File: src/rtl/mpg_pkg.sv
package mpg_pkg;

  // Command handed from the sequencer to the bridge datapath each cycle
  typedef struct packed {
    logic driveReq;  // drive window active in this cycle
    logic dirRev;    // 1: left-high / right-low pair drives
  } bridgeCmd_t;

  typedef enum logic [1:0] {
    SEG_IDLE  = 2'd0,
    SEG_MAIN  = 2'd1,
    SEG_EXTRA = 2'd2
  } seg_t;

  // Bit positions inside the 4-bit switch vector
  localparam int SW_HL = 3;
  localparam int SW_HR = 2;
  localparam int SW_LL = 1;
  localparam int SW_LR = 0;

endpackage

File: src/rtl/mpg_ctrl.sv
module mpg_ctrl
  import mpg_pkg::*;
#(
  parameter int PERIOD   = 32,
  parameter int DUTY_W   = 4,
  parameter int WIDTH_W  = 3,
  parameter int ENL_ON   = 8,
  parameter int ENL_MULT = 2
) (
  input  logic               clk,
  input  logic               rstN,
  input  logic               startStb,
  input  logic               dirSel,
  input  logic [DUTY_W-1:0]  dutyCode,
  input  logic [WIDTH_W-1:0] widthCode,
  input  logic               enlargeReq,
  input  logic               reverseMode,
  output bridgeCmd_t         cmd,
  output logic               pulseDone
);

  localparam int PH_W  = $clog2(PERIOD);
  localparam int ON_W  = $clog2(PERIOD + 1);
  localparam int CNT_W = WIDTH_W + $clog2(ENL_MULT) + 1;
  localparam logic [PH_W-1:0] PH_LAST = PH_W'(PERIOD - 1);

  seg_t               seg;
  logic [PH_W-1:0]    phase;
  logic [CNT_W-1:0]   periodIdx;
  logic [CNT_W-1:0]   lastPeriod;
  logic [WIDTH_W-1:0] mainWidth;
  logic [ON_W-1:0]    onLen;
  logic               dirLat;
  logic               enlLat;

  logic [ON_W-1:0]    onCalc;
  logic [CNT_W-1:0]   extraLast;
  logic               launch;
  logic               periodEnd;
  logic               segEnd;

  // On-time from the duty code, saturated to the full period
  always_comb begin
    int onTmp;
    onTmp = 2 * (int'(dutyCode) + 1);
    if (onTmp > PERIOD) onTmp = PERIOD;
    onCalc = ON_W'(onTmp);
  end

  assign extraLast = CNT_W'(ENL_MULT * (int'(mainWidth) + 1) - 1);
  assign launch    = startStb && (seg == SEG_IDLE);
  assign periodEnd = (seg != SEG_IDLE) && (phase == PH_LAST);
  assign segEnd    = periodEnd && (periodIdx == lastPeriod);

  always_ff @(posedge clk or negedge rstN) begin
    if (!rstN) begin
      seg        <= SEG_IDLE;
      phase      <= '0;
      periodIdx  <= '0;
      lastPeriod <= '0;
      mainWidth  <= '0;
      onLen      <= '0;
      dirLat     <= 1'b0;
      enlLat     <= 1'b0;
      pulseDone  <= 1'b0;
    end else begin
      pulseDone <= 1'b0;
      if (launch) begin
        seg       <= SEG_MAIN;
        phase     <= '0;
        periodIdx <= '0;
        if (reverseMode) begin
          lastPeriod <= '0;
          mainWidth  <= '0;
          onLen      <= ON_W'(PERIOD);
          dirLat     <= ~dirSel;
          enlLat     <= 1'b0;
        end else begin
          lastPeriod <= CNT_W'(widthCode);
          mainWidth  <= widthCode;
          onLen      <= onCalc;
          dirLat     <= dirSel;
          enlLat     <= enlargeReq;
        end
      end else if (seg != SEG_IDLE) begin
        phase <= (phase == PH_LAST) ? '0 : phase + 1'b1;
        if (segEnd) begin
          periodIdx <= '0;
          if (seg == SEG_MAIN && enlLat) begin
            seg        <= SEG_EXTRA;
            lastPeriod <= extraLast;
            onLen      <= ON_W'(ENL_ON);
          end else begin
            seg       <= SEG_IDLE;
            pulseDone <= 1'b1;
          end
        end else if (periodEnd) begin
          periodIdx <= periodIdx + 1'b1;
        end
      end
    end
  end

  assign cmd.driveReq = (seg != SEG_IDLE) && (ON_W'(phase) < onLen);
  assign cmd.dirRev   = dirLat;


  done_single_chk: assert property (@(posedge clk) disable iff (!rstN)
    pulseDone |=> !pulseDone);


  done_after_last_phase_chk: assert property (@(posedge clk) disable iff (!rstN)
    $rose(pulseDone) |-> ($past(phase) == PH_LAST));


  busy_start_ignored_chk: assert property (@(posedge clk) disable iff (!rstN)
    (seg != SEG_IDLE && startStb) |=> $stable(dirLat) && $stable(mainWidth));


  idle_no_drive_chk: assert property (@(posedge clk) disable iff (!rstN)
    (seg == SEG_IDLE) |-> !cmd.driveReq);

endmodule

File: src/rtl/mpg_bridge.sv
module mpg_bridge
  import mpg_pkg::*;
(
  input  logic       clk,
  input  logic       rstN,
  input  bridgeCmd_t cmd,
  output logic [3:0] swOut
);

  localparam logic [3:0] SW_SHORT = (4'b1 << SW_HL) | (4'b1 << SW_HR);
  localparam logic [3:0] SW_FWD   = (4'b1 << SW_HR) | (4'b1 << SW_LL);
  localparam logic [3:0] SW_REV   = (4'b1 << SW_HL) | (4'b1 << SW_LR);

  logic [3:0] target;
  logic [3:0] adding;
  logic [3:0] dropping;
  logic [3:0] nextSw;

  always_comb begin
    if (!cmd.driveReq)   target = SW_SHORT;
    else if (cmd.dirRev) target = SW_REV;
    else                 target = SW_FWD;
  end

  assign adding   = target & ~swOut;
  assign dropping = swOut & ~target;
  // When switches are both added and removed, release first
  assign nextSw   = ((adding != '0) && (dropping != '0)) ? (swOut & target) : target;

  always_ff @(posedge clk or negedge rstN) begin
    if (!rstN) swOut <= SW_SHORT;
    else       swOut <= nextSw;
  end


  left_leg_chk: assert property (@(posedge clk) disable iff (!rstN)
    !(swOut[SW_HL] && swOut[SW_LL]));


  right_leg_chk: assert property (@(posedge clk) disable iff (!rstN)
    !(swOut[SW_HR] && swOut[SW_LR]));


  left_bbm_chk: assert property (@(posedge clk) disable iff (!rstN)
    $rose(swOut[SW_LL]) |-> !$past(swOut[SW_HL]));


  fwd_dir_chk: assert property (@(posedge clk) disable iff (!rstN)
    (cmd.driveReq && !cmd.dirRev) |=> !swOut[SW_LR]);

endmodule

File: src/rtl/motor_pulse_gen.sv
module motor_pulse_gen
  import mpg_pkg::*;
#(
  parameter int PERIOD   = 32,
  parameter int DUTY_W   = 4,
  parameter int WIDTH_W  = 3,
  parameter int ENL_ON   = 8,
  parameter int ENL_MULT = 2
) (
  input  logic               clk,
  input  logic               rstN,
  input  logic               startStb,
  input  logic               dirSel,
  input  logic [DUTY_W-1:0]  dutyCode,
  input  logic [WIDTH_W-1:0] widthCode,
  input  logic               enlargeReq,
  input  logic               reverseMode,
  output logic               hiLeftEn,
  output logic               hiRightEn,
  output logic               loLeftEn,
  output logic               loRightEn,
  output logic               pulseDone
);

  bridgeCmd_t cmd;
  logic [3:0] swOut;

  mpg_ctrl #(
    .PERIOD(PERIOD), .DUTY_W(DUTY_W), .WIDTH_W(WIDTH_W),
    .ENL_ON(ENL_ON), .ENL_MULT(ENL_MULT)
  ) uCtrl (
    .clk(clk), .rstN(rstN), .startStb(startStb), .dirSel(dirSel),
    .dutyCode(dutyCode), .widthCode(widthCode), .enlargeReq(enlargeReq),
    .reverseMode(reverseMode), .cmd(cmd), .pulseDone(pulseDone)
  );

  mpg_bridge uBridge (
    .clk(clk), .rstN(rstN), .cmd(cmd), .swOut(swOut)
  );

  assign hiLeftEn  = swOut[SW_HL];
  assign hiRightEn = swOut[SW_HR];
  assign loLeftEn  = swOut[SW_LL];
  assign loRightEn = swOut[SW_LR];

endmodule

File: config.mk
export PLATFORM = sky130hd
export DESIGN_NAME = motor_pulse_gen
export DESIGN_NICKNAME = d
export VERILOG_FILES = /design/src/rtl/mpg_pkg.sv /design/src/rtl/mpg_ctrl.sv /design/src/rtl/mpg_bridge.sv /design/src/rtl/motor_pulse_gen.sv
export SDC_FILE = /design/constraint.sdc
export NUM_CORES = 1
export LEC_CHECK = 0
export CORE_MARGIN = 5
export CORE_UTILIZATION = 55
export CTS_CLUSTER_SIZE = 12
export DETAILED_ROUTE_END_ITERATION = 10
export DONT_BUFFER_PORTS = 1
export GPL_TIMING_DRIVEN = 0
export HOLD_SLACK_MARGIN = 0.15
export PLACE_DENSITY = 0.71
export SYNTH_ARGS = -nofsm -noshare
export SYNTH_HDL_FRONTEND = slang
export SYNTH_SLANG_ARGS = --single-unit
File: constraint.sdc
create_clock -name clk -period 5.8 [get_ports clk]
set_input_delay 0.29 -clock clk [delete_from_list [all_inputs] [get_ports clk]]
set_output_delay 0.29 -clock clk [all_outputs]
set_load 0.005 [all_outputs]
==> results_tabular.tex, run 1 <==
\begin{tabular}{lr}
\hline
Metric & Value \\
\hline
\multicolumn{2}{l}{\textbf{Logic synthesis}} \\
Most used DFF post-synth & sky130\_fd\_sc\_hd\_\_dfrtp\_1 \\
Post-Syn Nets & 190 \\
Flops \& latches, synth & 32 \\
Warnings from Yosys & 0 \\
Async set-reset flop share out of synthesis & 100.0\% \\
Sequential share of the synthesized area & 46.93\% \\
EDFF count, synth & 0 \\
Mean cell area of the mapped netlist & 10.13 um2 \\
Number of distinct library cells after synthesis & 44 \\
Post-Synthesis Cells & approximately 170 \\
Post-synth design cell area & around 0.0017 mm2 \\
\multicolumn{2}{l}{\textbf{Die}} \\
Core Rows & 20 \\
Starting density of the core & 56.53\% \\
Core box area & 0.003028 mm2 \\
\# IOs & 18 \\
Die Y & 65.79 um \\
Width of the die & 65.79 um \\
Area of the die & around 0.0043 mm2 \\
\multicolumn{2}{l}{\textbf{Route}} \\
Vias post-DR & 1,324 \\
1st-iter DRT viols & between 70 and 80 \\
Detailed Route WL & 3392 um \\
Post-detailed-route via-to-cell ratio & 5.634 \\
Post-detailed-route wirelength per cell & 14.43 um \\
TritonRoute pass-1 iters & 4 \\
DRC violations left & 0 \\
Antenna-violating nets left & 0 \\
\multicolumn{2}{l}{\textbf{Pwr}} \\
Part of the total power dissipated in the clock network & 19.9\% \\
Total power divided by cell area & 475.1 mW/mm2 \\
Combinational group share of total power & 38.2\% \\
Switching Fraction & 36.79\% \\
Leakage & 0.8869 nW \\
Internal power & roughly 600 uW \\
Reported net switching power & 351.7 uW \\
Register share of total power & 41.9\% \\
Worst-case vdd ir drop & 252.7 uV \\
Sum of internal, switching and leakage power & 955.9 uW \\
\multicolumn{2}{l}{\textbf{Clock network}} \\
Post-CTS setup buffer count & 0 \\
Number of buffers inserted during clock tree synthesis & 5 \\
Deepest level of the CTS H-tree & 2 \\
Buffer type at the clock tree root & sky130\_fd\_sc\_hd\_\_clkbuf\_4 \\
Clock transition at path regs & 100 ps \\
Source-to-sink clock delay at the later pin of the worst-skew pair & 340 ps \\
TritonCTS sink count & 32 \\
Maximum clock insertion buffer count & 2 \\
TritonCTS clock tree & built \\
\multicolumn{2}{l}{\textbf{Finish}} \\
Final Non-Filler Cells & 235 \\
Synthesis-to-layout area growth & 17.54\% \\
Fraction of layout instances using a drive strength above 1 & between 10\% and 20\% \\
ANT cells & 0 \\
Layout filler cell count & 222 \\
Most frequent standard cell in the layout excluding fill and tap cells & sky130\_fd\_sc\_hd\_\_dfrtp\_1 \\
Final net count & 211 \\
Top library cells by usage in the layout, fill and taps aside & sky130\_fd\_sc\_hd\_\_dfrtp\_1, sky130\_fd\_sc\_hd\_\_o21ai\_0, sky130\_fd\_sc\_hd\_\_nand2\_1 \\
\multicolumn{2}{l}{\textbf{Critical path}} \\
Peak per-stage delay on the critical path & 560 ps \\
Chain of cells forming the critical path & ha\_1 -> and3\_1 -> ha\_1 -> o21a\_4 -> nand4\_2 -> nor4\_1 -> a32o\_1 \\
Maximum fanout encountered on the critical timing path & 6 \\
Crit path capture type & flop \\
Cell with the largest stage delay on the worst path & sky130\_fd\_sc\_hd\_\_nor4\_1 \\
Worst setup path category & flop to flop \\
Worst reg-to-reg setup slack & 3680 ps \\
Required arrival time at the worst endpoint & 6080 ps \\
Count of buffering cells on the critical path with inverters included & 0 \\
Startpoint type of the worst setup path & flop \\
CP delay by family, top & simple AND/OR/NAND/NOR gates \\
Critical path data arrival time & 2400 ps \\
Cell seen most often among critical-path stages & sky130\_fd\_sc\_hd\_\_ha\_1 \\
Reg2Reg Capture Point & uCtrl.lastPeriod[4] \\
Reg-to-reg critical path startpoint & uCtrl.phase[1] \\
Logic depth of the worst register-to-register path & 7 \\
\multicolumn{2}{l}{\textbf{Place}} \\
Gp weighted congestion & 0.7573 \\
Detailed Place HPWL & 2367 um \\
Port Buf Inserts & 0 \\
Number of instances in the placed design & about 210 \\
\multicolumn{2}{l}{\textbf{Global routing}} \\
Fraction of met1 tracks used by global routing & 22.92\% \\
Global routing met2 resource utilization & 30.66\% \\
GRT busiest layer & met2 \\
Met3 routing resource usage after global routing & 4.932\% \\
Global-route wire length before repair & 6127 um \\
Pin count of the biggest net entering global routing & 33 \\
Initial antenna violation count & 0 \\
Number of global-route vias before repair & 1,351 \\
Global route total overflow & 0 \\
Aggregate global-route resource usage & 18.68\% \\
\multicolumn{2}{l}{\textbf{STA}} \\
Final critical path time including I/O delays and setup & 2116 ps \\
Worst clock skew & 12.32 ps \\
WHS & 185.0 ps \\
Total negative slack for setup checks & 0 ps \\
Setup repair after global routing missed its margin & no \\
Number of max-slew violations in the final report & 0 \\
Fmax & $\sim$0.47 GHz \\
Headroom to the max-slew limit & 54.83\% \\
Post-route clock period utilization & 36.49\% \\
Final setup violating endpoints & 0 \\
Final Hold Violating Endpoints & 0 \\
Transition time at the pin with the least slew margin & $\sim$670 ps \\
\multicolumn{2}{l}{\textbf{Worst hold path}} \\
Hold-critical path depth & 3 \\
Worst min-delay path endpoint & uCtrl.onLen[4] \\
Class of the tightest hold or removal check & input port to flop \\
Worst Min Path Start & reverseMode \\
\multicolumn{2}{l}{\textbf{Run}} \\
Maximum Capacitance Violations & 0 \\
\multicolumn{2}{l}{\textbf{Outcome}} \\
Outcome & complete, no violations \\
\hline
\end{tabular}
## how the worst max path moves through the flow
| stage | start | to | cells past startpoint |
|---|---|---|---|
| 3_5_place_dp | uCtrl.phase[1] | uCtrl.lastPeriod[1] | 8 |
| 2_1_floorplan | uCtrl.phase[1] | uCtrl.lastPeriod[1] | 8 |
| 6_report | uCtrl.phase[1] | uCtrl.lastPeriod[4] | 7 |
| 5_1_grt | uCtrl.phase[1] | uCtrl.lastPeriod[4] | 7 |
| 3_3_place_gp | uCtrl.phase[1] | uCtrl.lastPeriod[2] | 8 |
| 4_1_cts | uCtrl.phase[1] | uCtrl.lastPeriod[1] | 8 |
## metal layers
metal	part of all wire, %	vias up	wire, um
li1	-	642	-
met1	47	646	1594
met2	46	29	1569
met3	4.6	7	156
met4	2.1	0	72
met5	0	-	0
## stage by stage
stage	area (um2)	worst slack, ps	utilization [%]
final	2012	3684	66.45
after floorplan	1712	3862	-
after global routing	2012	3511	66.45
after global placement	1767	3711	58.35
after detailed placement	1767	3707	58.35
after CTS	2012	3702	66.45
## flip-flops by register name (all words and copies together), names as in the netlist
signal	count
uCtrl.seg	2
uCtrl.pulseDone	1
uCtrl.onLen	5
uCtrl.phase	5
uCtrl.mainWidth	3
uCtrl.periodIdx	5
uCtrl.lastPeriod	5
uCtrl.enlLat	1
uCtrl.dirLat	1
uBridge.swOut	4
## worst register-to-register path, delay by kind of cell, from the launching register on
kind	cells	cell delay [ps]
flops	1	420
fa+ha+maj	2	380
compound gates	2	420
simple gates	3	850
## area by class of cell
class / count / area [um2] / share of cell area [%]
timing repair buffer: 14 / 150.1 / 7.463
multi-input combinational: 123 / 835.8 / 41.54
sequential: 32 / 803.3 / 39.93
clock inverter: 1 / 30.03 / 1.493
inverter: 10 / 37.54 / 1.866
buffer: 4 / 35.03 / 1.741
tap: 44 / 55.05 / 2.736
clock buffer: 7 / 65.06 / 3.234
## power groups by stage
stage	combinational, mW	sequential, mW	clock [mW]
finish	0.365	0.400	0.191
global route	0.420	0.415	0.205
CTS	0.364	0.399	0.194
detailed placement	0.348	0.404	0
global placement	0.330	0.398	0
floorplan	0.297	0.376	0
## repair_timing
| item | in CTS | in global routing |
|---|---|---|
| resized for setup | 0 | 0 |
| hold buffers | 14 | 0 |
| hold endpoints to repair | 45 | 0 |
## kinds of logic after synthesis
kind of cell               count (synthesis)  share of synthesized area [%]
buffers and inverters                     14                          4.240
DFF                                       32                          46.93
AOI/OAI and AO/OA                         48                          19.15
muxes                                      2                          1.754
xor gates and xnor gates                  11                          5.629
adders and majority gates                  8                          5.848
and+or+nand+nor                           54                          16.45
## Yosys cell counts (all sizes together) (2+ instances only)
| library cell | n | area, um2 |
|---|---|---|
| a211oi | 2 | 15.01 |
| nand2 | 15 | 56.30 |
| o2bb2ai | 3 | 26.28 |
| mux2 | 2 | 30.03 |
| dfstp | 2 | 52.55 |
| nand3 | 2 | 10.01 |
| dfrtp | 30 | 750.7 |
| inv | 10 | 37.54 |
| xor2 | 4 | 35.03 |
| o21bai | 2 | 15.01 |
| nand4 | 2 | 18.77 |
| o21ai | 17 | 85.08 |
| nor2 | 12 | 45.04 |
| a21o | 2 | 15.01 |
| nor3b | 2 | 20.02 |
| a311oi | 2 | 17.52 |
| nand2b | 5 | 31.28 |
| ha | 8 | 100.1 |
| nor2b | 5 | 31.28 |
| a21oi | 6 | 30.03 |
| xnor2 | 7 | 61.31 |
| a22o | 5 | 46.30 |
| nor3 | 5 | 25.02 |
| buf | 4 | 35.03 |
(Power assumes the default switching activity.)
==> inputs of run 2 (changes only) <==
--- a/config.mk
+++ b/config.mk
@@ -5,6 +5,7 @@
 export SDC_FILE = /design/constraint.sdc
 export NUM_CORES = 1
 export LEC_CHECK = 0
+export ABC_AREA = 1
 export CORE_MARGIN = 5
 export CORE_UTILIZATION = 55
 export CTS_CLUSTER_SIZE = 12
@@ -12,7 +13,7 @@
 export DONT_BUFFER_PORTS = 1
 export GPL_TIMING_DRIVEN = 0
 export HOLD_SLACK_MARGIN = 0.15
-export PLACE_DENSITY = 0.71
+export PLACE_DENSITY = 0.74
 export SYNTH_ARGS = -nofsm -noshare
 export SYNTH_HDL_FRONTEND = slang
 export SYNTH_SLANG_ARGS = --single-unit
==> constraint.sdc (replaced) <==
create_clock -name clk -period 1.7 [get_ports clk]
set_input_delay 0.085 -clock clk [delete_from_list [all_inputs] [get_ports clk]]
set_output_delay 0.085 -clock clk [all_outputs]
set_load 0.005 [all_outputs]
==> results_tabular.tex, run 2 <==
\begin{tabular}{lr}
\hline
Metric & Value \\
\hline
\multicolumn{2}{l}{\textbf{Finish}} \\
Final Util & 71.83\% (was 66.45\%) \\
Area of all placed cells without fillers & 0.002157 mm2 (was 0.002012 mm2) \\
Most frequent standard cell in the layout excluding fill and tap cells & sky130\_fd\_sc\_hd\_\_nand2\_1 (was sky130\_fd\_sc\_hd\_\_dfrtp\_1) \\
Fraction of layout instances using a drive strength above 1 & 19.84\% (was 12.04\%) \\
Final net count & 267 (was 211) \\
ANT cells & 0 (unchanged) \\
Top library cells by usage in the layout, fill and taps aside & sky130\_fd\_sc\_hd\_\_nand2\_1, sky130\_fd\_sc\_hd\_\_inv\_1, sky130\_fd\_sc\_hd\_\_dfrtp\_1 (was sky130\_fd\_sc\_hd\_\_dfrtp\_1, sky130\_fd\_sc\_hd\_\_o21ai\_0, sky130\_fd\_sc\_hd\_\_nand2\_1) \\
Synthesis-to-layout area growth & 26.39\% (was 17.54\%) \\
\multicolumn{2}{l}{\textbf{STA}} \\
Final critical path time including I/O delays and setup & 1740 ps (was 2116 ps) \\
Worst clock skew & 9.959 ps (was 12.32 ps) \\
Setup repair after global routing missed its margin & yes (was no) \\
Post-route clock period utilization & 102.3\% (was 36.49\%) \\
WHS & 172.9 ps (was 185.0 ps) \\
Transition time at the pin with the least slew margin & 362.6 ps (was 674.6 ps) \\
Headroom to the max-slew limit & 75.64\% (was 54.83\%) \\
Final setup violating endpoints & 4 (was 0) \\
Fmax & 0.5747 GHz (was 0.4725 GHz) \\
Final Hold Violating Endpoints & 0 (unchanged) \\
Total negative slack for setup checks & -145.2 ps (was 0 ps) \\
Number of max-slew violations in the final report & 0 (unchanged) \\
Post-layout worst setup margin & -39.93 ps (was 3684 ps) \\
\multicolumn{2}{l}{\textbf{Global routing}} \\
Global-route wire length before repair & 6520 um (was 6127 um) \\
Pin count of the biggest net entering global routing & 33 (unchanged) \\
Global route total overflow & 0 (unchanged) \\
Number of global-route vias before repair & 1,529 (was 1,351) \\
Initial antenna violation count & 0 (unchanged) \\
Aggregate global-route resource usage & 19.98\% (was 18.68\%) \\
\multicolumn{2}{l}{\textbf{Die}} \\
Core box area & 0.003003 mm2 (was 0.003028 mm2) \\
Die Y & 65.71 um (was 65.79 um) \\
Width of the die & 65.71 um (was 65.79 um) \\
Area of the die & 0.004317 mm2 (was 0.004328 mm2) \\
Core Rows & 20 (unchanged) \\
Starting density of the core & 56.83\% (was 56.53\%) \\
\# IOs & 18 (unchanged) \\
\multicolumn{2}{l}{\textbf{Outcome}} \\
Violated checks & negative setup slack \\
Outcome & complete, but fails checks (was complete, no violations) \\
\multicolumn{2}{l}{\textbf{Critical path}} \\
Crit path capture type & flop (unchanged) \\
Startpoint type of the worst setup path & flop (unchanged) \\
Critical path data arrival time & 2010 ps (was 2400 ps) \\
Required arrival time at the worst endpoint & 1970 ps (was 6080 ps) \\
Maximum fanout encountered on the critical timing path & 5 (was 6) \\
Worst setup path category & flop to flop (unchanged) \\
\multicolumn{2}{l}{\textbf{Logic synthesis}} \\
Largest area contributor in the netlist & sky130\_fd\_sc\_hd\_\_dfrtp\_1 (unchanged) \\
Async set-reset flop share out of synthesis & 100.0\% (unchanged) \\
Post-synth design cell area & 0.001707 mm2 (was 0.001712 mm2) \\
Largest family of logic cells by synthesized area & simple AND/OR/NAND/NOR gates (was compound AO/OA/AOI/OAI gates) \\
Share of the synthesized area in compound gates (AO/OA/AOI/OAI) & 9.897\% (was 19.15\%) \\
EDFF count, synth & 0 (unchanged) \\
Warnings from Yosys & 0 (unchanged) \\
Post-Synthesis Cells & 211 (was 169) \\
Top cell types by occurrence after synthesis & sky130\_fd\_sc\_hd\_\_nand2\_1, sky130\_fd\_sc\_hd\_\_inv\_1, sky130\_fd\_sc\_hd\_\_dfrtp\_1 (was sky130\_fd\_sc\_hd\_\_dfrtp\_1, sky130\_fd\_sc\_hd\_\_o21ai\_0, sky130\_fd\_sc\_hd\_\_nand2\_1) \\
Cells taking the most area after synthesis & sky130\_fd\_sc\_hd\_\_dfrtp\_1, sky130\_fd\_sc\_hd\_\_nand2\_1, sky130\_fd\_sc\_hd\_\_inv\_1 (was sky130\_fd\_sc\_hd\_\_dfrtp\_1, sky130\_fd\_sc\_hd\_\_ha\_1, sky130\_fd\_sc\_hd\_\_o21ai\_0) \\
Number of distinct library cells after synthesis & 27 (was 44) \\
Fraction of post-synthesis cell area in the top cell type by area & 43.99\% (was 43.86\%) \\
Post-synthesis simple-gate area fraction & 24.34\% (was 16.45\%) \\
Mean cell area of the mapped netlist & 8.088 um2 (was 10.13 um2) \\
Mux share of post-synthesis cell area & 0\% (was 1.754\%) \\
Xor/xnor cell area share of the yosys netlist & 4.106\% (was 5.629\%) \\
Most used DFF post-synth & sky130\_fd\_sc\_hd\_\_dfrtp\_1 (unchanged) \\
Arithmetic-cell share of the synthesized area counting full adders, half adders and majority gates & 5.865\% (was 5.848\%) \\
Most frequent cell after synthesis & sky130\_fd\_sc\_hd\_\_nand2\_1 (was sky130\_fd\_sc\_hd\_\_dfrtp\_1) \\
Flops \& latches, synth & 32 (unchanged) \\
Post-Syn Nets & 232 (was 190) \\
Sequential share of the synthesized area & 47.07\% (was 46.93\%) \\
\multicolumn{2}{l}{\textbf{Place}} \\
Detailed Place HPWL & 2537 um (was 2367 um) \\
Gp weighted congestion & 0.7643 (was 0.7573) \\
Post-place instance area & 0.001748 mm2 (was 0.001767 mm2) \\
Pre-CTS setup slack & -244.6 ps (was 3707 ps) \\
Port Buf Inserts & 0 (unchanged) \\
\multicolumn{2}{l}{\textbf{Route}} \\
Post-detailed-route via-to-cell ratio & 5.407 (was 5.634) \\
Antenna-violating nets left & 0 (unchanged) \\
Detailed Route WL & 4083 um (was 3392 um) \\
1st-iter DRT viols & 67 (was 78) \\
Vias post-DR & 1,514 (was 1,324) \\
DRC violations left & 0 (unchanged) \\
Post-detailed-route wirelength per cell & 14.58 um (was 14.43 um) \\
TritonRoute pass-1 iters & 4 (unchanged) \\
\multicolumn{2}{l}{\textbf{Pwr}} \\
Total power divided by cell area & 1555 mW/mm2 (was 475.1 mW/mm2) \\
Worst-case vdd ir drop & 955.5 uV (was 252.7 uV) \\
Leakage & 1.097 nW (was 0.8869 nW) \\
\multicolumn{2}{l}{\textbf{Clock network}} \\
Source-to-sink clock delay at the later pin of the worst-skew pair & 340 ps (about the same) \\
Number of buffers inserted during clock tree synthesis & 5 (unchanged) \\
Maximum clock insertion buffer count & 2 (unchanged) \\
Deepest level of the CTS H-tree & 2 (unchanged) \\
Clock transition at path regs & 100 ps (about the same) \\
TritonCTS clock tree & built (unchanged) \\
Buffer type at the clock tree root & sky130\_fd\_sc\_hd\_\_clkbuf\_4 (unchanged) \\
TritonCTS sink count & 32 (unchanged) \\
\multicolumn{2}{l}{\textbf{Worst hold path}} \\
Class of the tightest hold or removal check & input port to async pin (was input port to flop) \\
\multicolumn{2}{l}{\textbf{Run}} \\
Maximum Capacitance Violations & 0 (unchanged) \\
\hline
\end{tabular}
[run 2: cell count changes after synthesis, moves of 4 or more]
cell	change
sky130_fd_sc_hd__nand2_1	+41
sky130_fd_sc_hd__inv_1	+23
sky130_fd_sc_hd__nand3_1	+7
sky130_fd_sc_hd__a21oi_1	+6
sky130_fd_sc_hd__nand2b_1	-5
sky130_fd_sc_hd__nand4_1	+5
sky130_fd_sc_hd__nor2b_1	-5
sky130_fd_sc_hd__nor3_1	-4
sky130_fd_sc_hd__o21ai_0	-4
sky130_fd_sc_hd__xnor2_1	-4
[run 2: per-stage QoR]
stage                     power, mW  instances
after floorplan               2.162        211
after global placement        2.344        244
after detailed placement      2.438        244
after CTS                     3.085        275
after global routing          3.631        280
final                         3.355        280
[run 2: critical path: stages, from the launching register on]
cell,delay [ps]
sky130_fd_sc_hd__dfrtp_2,470
sky130_fd_sc_hd__ha_1,300
sky130_fd_sc_hd__nand2_1,90
sky130_fd_sc_hd__inv_1,60
sky130_fd_sc_hd__nand3_2,90
sky130_fd_sc_hd__nand4_1,190
sky130_fd_sc_hd__o21ai_2,240
sky130_fd_sc_hd__nand2_4,100
sky130_fd_sc_hd__a21oi_2,130
[run 2: cell families after synthesis]
logic type	count (synthesis)
AO/OA/AOI/OAI	31
XOR/XNOR	8
adder cells (fa/ha/maj)	8
buffers and inverters	37
flip-flops	32
AND/OR/NAND/NOR	95
[run 2: repair_timing]
item / in CTS / in global routing
gates resized for setup: 11 / 17
hold endpoints to repair: 52 / 0
buffers inserted: 7 / 5
endpoints found under the setup margin: 20 / 20
pin swaps: 4 / 9
hold buffers: 15 / 0
gates cloned: 1 / 0
[run 2: area by class of cell]
cell class,count,area [um2]
buffer,3,21.27
clock buffer,7,55.05
clock inverter,1,7.507
fill,209,845.8
inverter,34,127.6
multi-input combinational,142,838.3
sequential,32,804.5
tap,33,41.29
timing repair buffer,28,261.5
[run 2: final timing paths]
path	start	to	slack, ps	cells after the start
setup / recovery	uCtrl.phase[2]	uBridge.swOut[2]	-40	8
hold / removal	rstN	uCtrl.periodIdx[2]	170	2
setup reg to reg	uCtrl.phase[2]	uBridge.swOut[2]	-40	8
hold reg to reg	uCtrl.onLen[4]	uCtrl.onLen[4]	480	2
max in group asynchronous	rstN	uBridge.swOut[3]	1270	2
min in group clk	widthCode[1]	uCtrl.mainWidth[1]	440	3
[run 2: where the power goes]
part           internal (mW)  switching, mW  total (mW)
combinational          0.653          0.983        1.64
clock                  0.202          0.255       0.457
sequential              1.05          0.214        1.26
[run 2: metal layers]
metal	share of wire, %	routed length (um)	GRT usage (%)	vias to the layer above
li1	-	-	-	744
met1	40	1632	22.08	714
met2	53	2169	36.30	47
met3	5.3	215	4.103	9
met4	1.6	65	9.067	0
met5	0	0	0	-
